===== src/rtl/lsu_pkg.sv =====
package lsu_pkg;
  typedef enum logic [1:0] {
    SZ_BYTE = 2'd0,
    SZ_HALF = 2'd1,
    SZ_WORD = 2'd2,
    SZ_RSVD = 2'd3
  } acc_size_e;
endpackage


===== src/rtl/lsu_lane_decode.sv =====
module lsu_lane_decode
  import lsu_pkg::*;
#(
  parameter int LANES = 4,
  parameter int OFF_W = 2
) (
  input  logic             clk,
  input  logic             rst_n,
  input  logic             chk_en,
  input  acc_size_e        size,
  input  logic [OFF_W-1:0] off,
  output logic [LANES-1:0] lane_sel,
  output logic             bad
);

  // does a given lane take part in an access of this size at this offset
  function automatic logic lane_hit(input int lane, input acc_size_e sz,
                                    input logic [OFF_W-1:0] o);
    logic [OFF_W-1:0] ln;
    ln = OFF_W'(lane);
    case (sz)
      SZ_BYTE: lane_hit = (o == ln);
      SZ_HALF: lane_hit = ((o >> 1) == (ln >> 1));
      SZ_WORD: lane_hit = 1'b1;
      default: lane_hit = 1'b0;
    endcase
  endfunction

  function automatic logic is_misaligned(input acc_size_e sz,
                                         input logic [OFF_W-1:0] o);
    case (sz)
      SZ_BYTE: is_misaligned = 1'b0;
      SZ_HALF: is_misaligned = o[0];
      SZ_WORD: is_misaligned = (o != '0);
      default: is_misaligned = 1'b1;
    endcase
  endfunction

  for (genvar g = 0; g < LANES; g++) begin : g_lane
    assign lane_sel[g] = lane_hit(g, size, off);
  end

  assign bad = is_misaligned(size, off);

  AST_BYTE_ONE_LANE: assert property (@(posedge clk) disable iff (!rst_n)
    (chk_en && size == SZ_BYTE) |-> $onehot(lane_sel)) else $error("byte lanes");
  AST_HALF_TWO_LANES: assert property (@(posedge clk) disable iff (!rst_n)
    (chk_en && size == SZ_HALF && !bad) |-> ($countones(lane_sel) == 2)) else $error("half lanes");

endmodule


===== src/rtl/lsu_store_steer.sv =====
module lsu_store_steer
  import lsu_pkg::*;
#(
  parameter int DATA_W = 32,
  parameter int LANES  = DATA_W / 8
) (
  input  acc_size_e         size,
  input  logic [DATA_W-1:0] reg_data,
  output logic [DATA_W-1:0] lane_data
);

  // byte placed on lane g: the register byte that lane would carry for this size
  function automatic logic [7:0] lane_byte(input int lane, input acc_size_e sz,
                                           input logic [DATA_W-1:0] d);
    case (sz)
      SZ_BYTE: lane_byte = d[7:0];
      SZ_HALF: lane_byte = d[(lane % 2) * 8 +: 8];
      default: lane_byte = d[lane * 8 +: 8];
    endcase
  endfunction

  for (genvar g = 0; g < LANES; g++) begin : g_lane
    assign lane_data[g*8 +: 8] = lane_byte(g, size, reg_data);
  end

endmodule


===== src/rtl/lsu_load_extract.sv =====
module lsu_load_extract
  import lsu_pkg::*;
#(
  parameter int DATA_W = 32,
  parameter int OFF_W  = 2
) (
  input  acc_size_e         size,
  input  logic [OFF_W-1:0]  off,
  input  logic [DATA_W-1:0] word,
  output logic [DATA_W-1:0] result
);

  function automatic logic [DATA_W-1:0] pick(input acc_size_e sz,
                                             input logic [OFF_W-1:0] o,
                                             input logic [DATA_W-1:0] w);
    int base;
    pick = '0;
    case (sz)
      SZ_BYTE: begin
        base = int'(o) * 8;
        pick[7:0] = w[base +: 8];
      end
      SZ_HALF: begin
        base = ((int'(o) >> 1) << 1) * 8;
        pick[15:0] = w[base +: 16];
      end
      default: pick = w;
    endcase
  endfunction

  assign result = pick(size, off, word);

endmodule


===== src/rtl/lsu_lane_unit.sv =====
module lsu_lane_unit
  import lsu_pkg::*;
#(
  parameter int ADDR_W = 32,
  parameter int DATA_W = 32
) (
  input  logic                  clk,
  input  logic                  rst_n,
  input  logic                  req_valid,
  input  logic                  req_store,
  input  logic [1:0]            req_size,
  input  logic [ADDR_W-1:0]     req_addr,
  input  logic [DATA_W-1:0]     req_wdata,
  output logic                  mem_req,
  output logic                  mem_we,
  output logic [ADDR_W-1:0]     mem_addr,
  output logic [DATA_W/8-1:0]   mem_be,
  output logic [DATA_W-1:0]     mem_wdata,
  input  logic                  mem_rvalid,
  input  logic [DATA_W-1:0]     mem_rdata,
  output logic                  ld_valid,
  output logic [DATA_W-1:0]     ld_data,
  output logic                  misalign_err
);

  localparam int LANES = DATA_W / 8;
  localparam int OFF_W = $clog2(LANES);

  acc_size_e         sz_in;
  logic [OFF_W-1:0]  off_in;
  logic [LANES-1:0]  lane_sel;
  logic              bad;
  logic [DATA_W-1:0] st_lanes;
  logic              accept_store;
  logic              accept_load;
  logic              raise_err;

  acc_size_e         ctx_size;
  logic [OFF_W-1:0]  ctx_off;
  logic [DATA_W-1:0] ld_pick;

  assign sz_in  = acc_size_e'(req_size);
  assign off_in = req_addr[OFF_W-1:0];

  lsu_lane_decode #(.LANES(LANES), .OFF_W(OFF_W)) u_decode (
    .clk      (clk),
    .rst_n    (rst_n),
    .chk_en   (req_valid),
    .size     (sz_in),
    .off      (off_in),
    .lane_sel (lane_sel),
    .bad      (bad)
  );

  lsu_store_steer #(.DATA_W(DATA_W), .LANES(LANES)) u_steer (
    .size      (sz_in),
    .reg_data  (req_wdata),
    .lane_data (st_lanes)
  );

  lsu_load_extract #(.DATA_W(DATA_W), .OFF_W(OFF_W)) u_extract (
    .size   (ctx_size),
    .off    (ctx_off),
    .word   (mem_rdata),
    .result (ld_pick)
  );

  assign accept_store = req_valid &  req_store & ~bad;
  assign accept_load  = req_valid & ~req_store & ~bad;
  assign raise_err    = req_valid & bad;

  always_ff @(posedge clk) begin
    if (!rst_n) begin
      mem_req      <= 1'b0;
      mem_we       <= 1'b0;
      mem_addr     <= '0;
      mem_be       <= '0;
      mem_wdata    <= '0;
      misalign_err <= 1'b0;
      ctx_size     <= SZ_WORD;
      ctx_off      <= '0;
      ld_valid     <= 1'b0;
      ld_data      <= '0;
    end else begin
      mem_req      <= accept_store | accept_load;
      mem_we       <= accept_store;
      mem_addr     <= {req_addr[ADDR_W-1:OFF_W], {OFF_W{1'b0}}};
      mem_be       <= accept_store ? lane_sel : '0;
      mem_wdata    <= accept_store ? st_lanes : '0;
      misalign_err <= raise_err;
      if (accept_load) begin
        ctx_size <= sz_in;
        ctx_off  <= off_in;
      end
      ld_valid <= mem_rvalid;
      if (mem_rvalid) ld_data <= ld_pick;
    end
  end

  AST_ADDR_TRACKS: assert property (@(posedge clk) disable iff (!rst_n)
    req_valid |=> (mem_addr[ADDR_W-1:OFF_W] == $past(req_addr[ADDR_W-1:OFF_W])
                   && mem_addr[OFF_W-1:0] == '0)) else $error("addr");
  AST_STORE_BE_COUNT: assert property (@(posedge clk) disable iff (!rst_n)
    mem_we |-> ($countones(mem_be) == 1 || $countones(mem_be) == 2
                || $countones(mem_be) == LANES)) else $error("be count");
  AST_LOAD_NO_BE: assert property (@(posedge clk) disable iff (!rst_n)
    (mem_req && !mem_we) |-> (mem_be == '0)) else $error("load be");
  AST_LD_FOLLOWS_RVALID: assert property (@(posedge clk) disable iff (!rst_n)
    mem_rvalid |=> ld_valid) else $error("ld valid");
  AST_ERR_BLOCKS_REQ: assert property (@(posedge clk) disable iff (!rst_n)
    misalign_err |-> (!mem_req && mem_be == '0)) else $error("err req");
  AST_RSVD_FLAGGED: assert property (@(posedge clk) disable iff (!rst_n)
    (req_valid && req_size == 2'd3) |=> misalign_err) else $error("rsvd");
  AST_IDLE_QUIET: assert property (@(posedge clk) disable iff (!rst_n)
    !req_valid |=> (!mem_req && !misalign_err)) else $error("idle");

endmodule


===== config.mk =====
export PLATFORM = sky130hd
export DESIGN_NAME = lsu_lane_unit
export DESIGN_NICKNAME = d
export VERILOG_FILES = /design/src/rtl/lsu_pkg.sv /design/src/rtl/lsu_lane_decode.sv /design/src/rtl/lsu_store_steer.sv /design/src/rtl/lsu_load_extract.sv /design/src/rtl/lsu_lane_unit.sv
export SDC_FILE = /design/constraint.sdc
export NUM_CORES = 1
export LEC_CHECK = 0
export BUFFER_PORTS_ARGS = -buffer_cell sky130_fd_sc_hd__buf_2
export CAP_MARGIN = 0
export CORE_ASPECT_RATIO = 1.5
export CORE_MARGIN = 8
export CORE_UTILIZATION = 46
export DETAILED_ROUTE_END_ITERATION = 16
export GPL_TIMING_DRIVEN = 0
export PLACE_DENSITY_LB_ADDON = 0.3
export SLEW_MARGIN = 30
export SYNTH_ARGS = -nofsm -noshare
export SYNTH_HDL_FRONTEND = slang
export SYNTH_HIERARCHICAL = 1
export SYNTH_SLANG_ARGS = --single-unit

===== constraint.sdc =====
create_clock -name clk -period 1.67 [get_ports clk]
set_clock_uncertainty 0.05 [all_clocks]
set_input_delay 0 -clock clk [delete_from_list [all_inputs] [get_ports clk]]
set_output_delay 0 -clock clk [all_outputs]
set_load 0.005 [all_outputs]

==> impl_metrics.yaml, run 1 <==
die:
  ios: 207
  dieArea_um2: 12900
  die_w_um: 95.6
  coreArea_um2: 9250
  start_util_pct: 47.2
  num_rows: 43
  die_y_um: 135
sta:
  timing.fmax_ghz: 0.628
  fin_setup_tns_ns: 0
  hold_viol_final: 0
  rsz0062_at_grt: "no"
  final.period_utilization_pct: 95.3
  slew_violations: 0
  period_needed_ns: 1.59
  finalSetupViolations: 0
hold_path:
  hold_path.class: "in -> reg"
  hp-start: "mem_rdata[2]"
yosys:
  synth_seq_cells: 106
  ys_async_sr_fraction_pct: 0
  yosysWarnings: 6
  ys_types: 37
  synthesis.instances: 405
  postSynthAreaPerCell_um2: 10.8
  yosys.area.top_type_share_pct: 48.5
  synthTopCellsByCount: "106 x dfxtp_1, 83 x and2_1, 51 x mux2i_1, 34 x nor2b_1, 18 x nand2_1"
  synth_edf_count: 0
  ys_seq_area_share_pct: 48.5
  yosys-top-cells-area: "dfxtp_1 49%, and2_1 12%, mux2i_1 12%"
  synth_flop_cell: "dfxtp_1"
  yosys.area.top_type: "dfxtp_1"
  synth_area_um2: 4370
  synth.most_common_cell: "dfxtp_1"
routing:
  routed_wl_mm: 14.7
  dr.pass1.iters: 5
  drtIter0Drc: 194
  drcViolationCount: 0
  viasPerCell: 4.90
  wl_per_cell_um: 17.8
  ant_nets: 0
  via_count: 4040
setup_path:
  crit_arrival_ns: 1.77
  reg2reg_from: "ctx_off[1]"
  worstSetupPathType: "reg -> reg"
  cp_num_buf_inv: 1
  start_kind: "flip-flop"
  max_stage_delay_ns: 0.35
  critPathRequiredTime_ns: 1.85
  path_cells: "clkbuf_8 -> mux2i_2 -> nor2_2 -> a221o_1 -> mux2i_1 -> nor2b_1"
  end_kind: "flip-flop"
  cp-startpoint: "ctx_off[1]"
  reg2reg_slack_ns: 0.08
  crit_fanout: 10
  slowest_stage: "dfxtp_1"
  cp_top_family: "multiplexers"
clock_tree:
  htree_levels: 3
  root_buffer: "clkbuf_16"
  cts_tree: "yes"
  clk_path_buf_depth: 2
  cts_num_sinks: 106
  path_clk_slew_ns: 0.06
  insertion_delay_ns: 0.34
  cts_buffers: 9
placed_design:
  place.gp.congestion: 0.787
  port_buffers: 202
  dp_hpwl_mm: 9.77
run_status:
  outcome: "finished clean"
global_routing:
  grt_overflow: 0
  first_global_vias: 4460
  grt_start_max_net_pins: 17
  antenna_found_initial: 1
  grt_use_total_pct: 22.6
  grt_first_pass_wirelength_mm: 22.6
pwr:
  p_per_area_nw_per_um2: 876
  total_power_w: 0.00592
  ir_worst_vdd_uv: 679
  leakagePower_nw: 3.30
finish:
  layout-drive-gt1-share_pct: 39.9
  nNetsFinal: 809
  syn_to_final_growth_pct: 54.5
run:
  max_cap_viol_count: 0
[registers in the layout, summed over array words and instances, names as in the netlist]
register	count
mem_wdata	32
mem_be	4
mem_addr	30
ld_data	32
mem_we	1
ctx_off	2
ctx_size	2
misalign_err	1
ld_valid	1
mem_req	1
[worst register-to-register path: stages, from the launching register on]
cell and delay (ns):
dfxtp_1 0.35, clkbuf_8 0.21, mux2i_2 0.29, nor2_2 0.05, a221o_1 0.31, mux2i_1 0.16, nor2b_1 0.06
[layer usage]
layer / wire length [µm] / part of all wire (%) / track usage (%)
met1: 4990 / 34 / 21.1
met2: 7700 / 53 / 40.7
met3: 1380 / 9.4 / 8.60
met4: 587 / 4.0 / 12.0
met5: 0 / 0 / 0
[through the flow]
stage	worst slack, ns	hold WS, ns	cell area (µm²)	cells	utilization (%)
5_1_grt	0.00505	0.0281	6750	824	73.0
3_3_place_gp	-0.0108	0.156	5530	720	59.7
6_report	0.0788	0.00429	6760	825	73.0
2_1_floorplan	0.302	0.0638	4380	406	-
4_1_cts	0.00474	0.00260	6730	823	72.8
3_5_place_dp	-0.0633	0.158	5530	720	59.7
[power by group]
group          switching, W  internal (W)
clock network      0.000920       0.00140
registers         0.0000430       0.00264
logic              0.000380      0.000539
total               0.00134       0.00457
[cells by family after synthesis]
family          share of synthesized area, %
compound gates                          6.58
buf+inv                                 6.15
flops                                   48.5
mux                                     16.1
other cells                           0.0858
simple gates                            22.5
[final cells by class]
type / instances / area (µm²)
sequential: 106 / 2120
clock inverter: 4 / 73.8
timing repair buffer: 289 / 1880
multi-input combinational: 263 / 2010
buffer: 35 / 262
fill: 641 / 2500
inverter: 2 / 7.51
tap: 112 / 140
clock buffer: 12 / 256
antenna: 2 / 5.00
[path summary, 6_finish.rpt]
check               end  depth (start not counted)
max reg2reg  ld_data[1]                          6
max          ld_data[1]                          6
min          ld_data[2]                          4
min reg2reg  ctx_off[0]                          2
[cell usage in the layout, fill, tap and decap left out, drive strengths merged]
cell type    instances
nor3                 2
nand2               18
dfxtp              106
bufinv               2
clkinv               2
dlygate4sd3         87
a21oi                1
o31ai                2
nand2b               2
buf                227
clkbuf              22
and3                 1
a22o                10
nand4bb              1
or2b                 1
and2                83
conb                 2
o21bai               1
a221o                8
and4b                1
o211ai               1
o21ai               13
mux2i               51
or3b                 1
nor3b                1
mux2                16
nor2                12
nor2b               35
diode                2
inv                  2
[what timing repair did]
item                                   4_1_cts  5_1_grt
hold buffers                                87        0
resized for setup                            1        4
buffers inserted                             0        0
setup endpoints to repair                    2        3
pin swaps                                    0        0
endpoints found under the hold margin       77        0
Power figures use the tool's default switching activity.
==> run 2, diff against run 1 <==
Settings changed: CELL_PAD_IN_SITES_DETAIL_PLACEMENT set to 2, CELL_PAD_IN_SITES_GLOBAL_PLACEMENT set to 2, CORE_UTILIZATION 46 to 27, RECOVER_POWER set to 100, SLEW_MARGIN 30 to unset.
==> run 2 against run 1 <==
Hold slack better by 0.0058 ns. Setup slack worse by 0.0073 ns. Non-clock buffer count down 3. Sequential share of layout area rose by 0.49 points. Design area fell by 1.5%. Fmax is 0.46% lower. Register-to-register slack hardly changed.
==> impl_metrics.yaml, run 2 (same netlist as run 1, synthesis figures left out) <==
run_status:
  outcome: "finished clean"
finish:
  top_regs: "ld_data (32), mem_wdata (32), mem_addr (30)"
  layout_common_cells: "110 x buf_2, 105 x dfxtp_1, 104 x clkbuf_1, 84 x dlygate4sd3_1, 51 x mux2i_1"
  layout-drive-gt1-share_pct: 26.7
  num_antenna_cells: 0
  syn_to_final_growth_pct: 52.3
  mostFrequentLayoutCell: "buf_2"
  final_area_um2: 6660
  nNetsFinal: 806
die:
  dieArea_um2: 20600
  coreArea_um2: 16000
  start_util_pct: 27.2
  die_y_um: 172
  die_w_um: 120
  ios: 207
  num_rows: 57
setup_path:
  worstSetupPathType: "reg -> reg"
  start_kind: "flip-flop"
  reg2reg_from: "ctx_off[1]"
  critPathRequiredTime_ns: 1.86
  end_kind: "flip-flop"
  crit_arrival_ns: 1.78
  crit_fanout: 10
  cp-startpoint: "ctx_off[1]"
placed_design:
  placed_area_um2: 5640
  dp_hpwl_mm: 12.7
  port_buffers: 202
  place.gp.congestion: 0.775
routing:
  drtIter0Drc: 61
  wl_per_cell_um: 19.2
  drcViolationCount: 0
  routed_wl_mm: 17.6
  ant_nets: 0
  via_count: 4069
  dr.pass1.iters: 4
  viasPerCell: 4.45
clock_tree:
  cts_num_sinks: 106
  root_buffer: "clkbuf_16"
  insertion_delay_ns: 0.34
  clk_path_buf_depth: 2
  cts_tree: "yes"
  cts_buffers: 9
  htree_levels: 3
  path_clk_slew_ns: 0.08
hold_path:
  hold_path.class: "in -> reg"
  hp-start: "mem_rdata[14]"
pwr:
  ir_worst_vdd_uv: 587
  p_per_area_nw_per_um2: 850
  total_power_w: 0.00566
  leakagePower_nw: 2.85
global_routing:
  grt_overflow: 0
  grt_use_total_pct: 17.1
  grt_start_max_net_pins: 19
  grt_first_pass_wirelength_mm: 27.0
  first_global_vias: 4859
  antenna_found_initial: 1
sta:
  hold_viol_final: 0
  final.period_utilization_pct: 95.7
  period_needed_ns: 1.60
  worst_pin_slew_ns: 0.526
  slew_violations: 0
  holdWs_ns: 0.0101
  rsz0062_at_grt: "no"
  relSlewSlack_pct: 65.0
  timing.fmax_ghz: 0.626
  finalSetupViolations: 0
run:
  max_cap_viol_count: 0
## run 2: cell count changes in the layout (fill, tap and decap cells not counted), moves of 2 or more
cell / previous run / this run
diode_2: 2 / 0
bufinv_16: 2 / 0
buf_6: 9 / 7
clkbuf_1: 10 / 104
dlygate4sd3_1: 87 / 84
and2_0: 0 / 46
buf_2: 205 / 110
and2_1: 83 / 37
## run 2: routing by layer
metal,vias up,track usage [%],wire (µm),part of all wire (%)
met4,2,6.87,468,2.7
met3,31,6.01,1260,7.2
met1,1970,15.1,5910,34
met5,-,0,13,0.074
li1,1926,-,-,-
met2,140,33.9,9920,56
## run 2: repair_timing
action / 4_1_cts / 5_1_grt
endpoints found under the setup margin: 8 / 7
buffers inserted: 0 / 0
gates resized for setup: 2 / 2
hold buffers: 84 / 0
hold endpoints to repair: 75 / 0
## run 2: worst paths after layout
kind,to,cells after the start,slack [ns]
worst max-delay path,ld_data[3],6,0.07
worst min-delay path,ld_data[14],5,0.01
worst max register to register,ld_data[3],6,0.07
worst min register to register,ctx_off[1],2,0.44
## run 2: area by class of cell
cell class	count	area [µm²]
buffer	35	250
clock buffer	10	239
clock inverter	6	50.0
fill	1778	9390
inverter	2	7.51
multi-input combinational	263	2000
sequential	106	2120
tap	206	258
timing repair buffer	286	1730
## run 2: power breakdown
group | internal, W | switching [W] | leakage [nW] | total, W
registers | 0.00264 | 0.0000493 | 0.871 | 0.00269
clock network | 0.00107 | 0.000998 | 0.141 | 0.00207
logic | 0.000500 | 0.000397 | 1.83 | 0.000898
## run 2: worst max-delay path, stage by stage (launching register included)
cell and delay (ns):
dfxtp_1 0.36, clkbuf_8 0.21, mux2i_1 0.33, nor2_2 0.07
a221o_1 0.28, mux2i_1 0.14, nor2b_1 0.06
## run 2: metrics by stage
step / utilization, % / cells / setup TNS, ns / worst slack (ns)
2_1_floorplan: - / 406 / 0 / 0.302
3_3_place_gp: 35.2 / 814 / 0 / 0.00228
3_5_place_dp: 35.2 / 814 / -0.283 / -0.0942
4_1_cts: 42.3 / 914 / 0 / 0.0165
5_1_grt: 41.5 / 914 / 0 / 0.00652
6_report: 41.5 / 914 / 0 / 0.0715
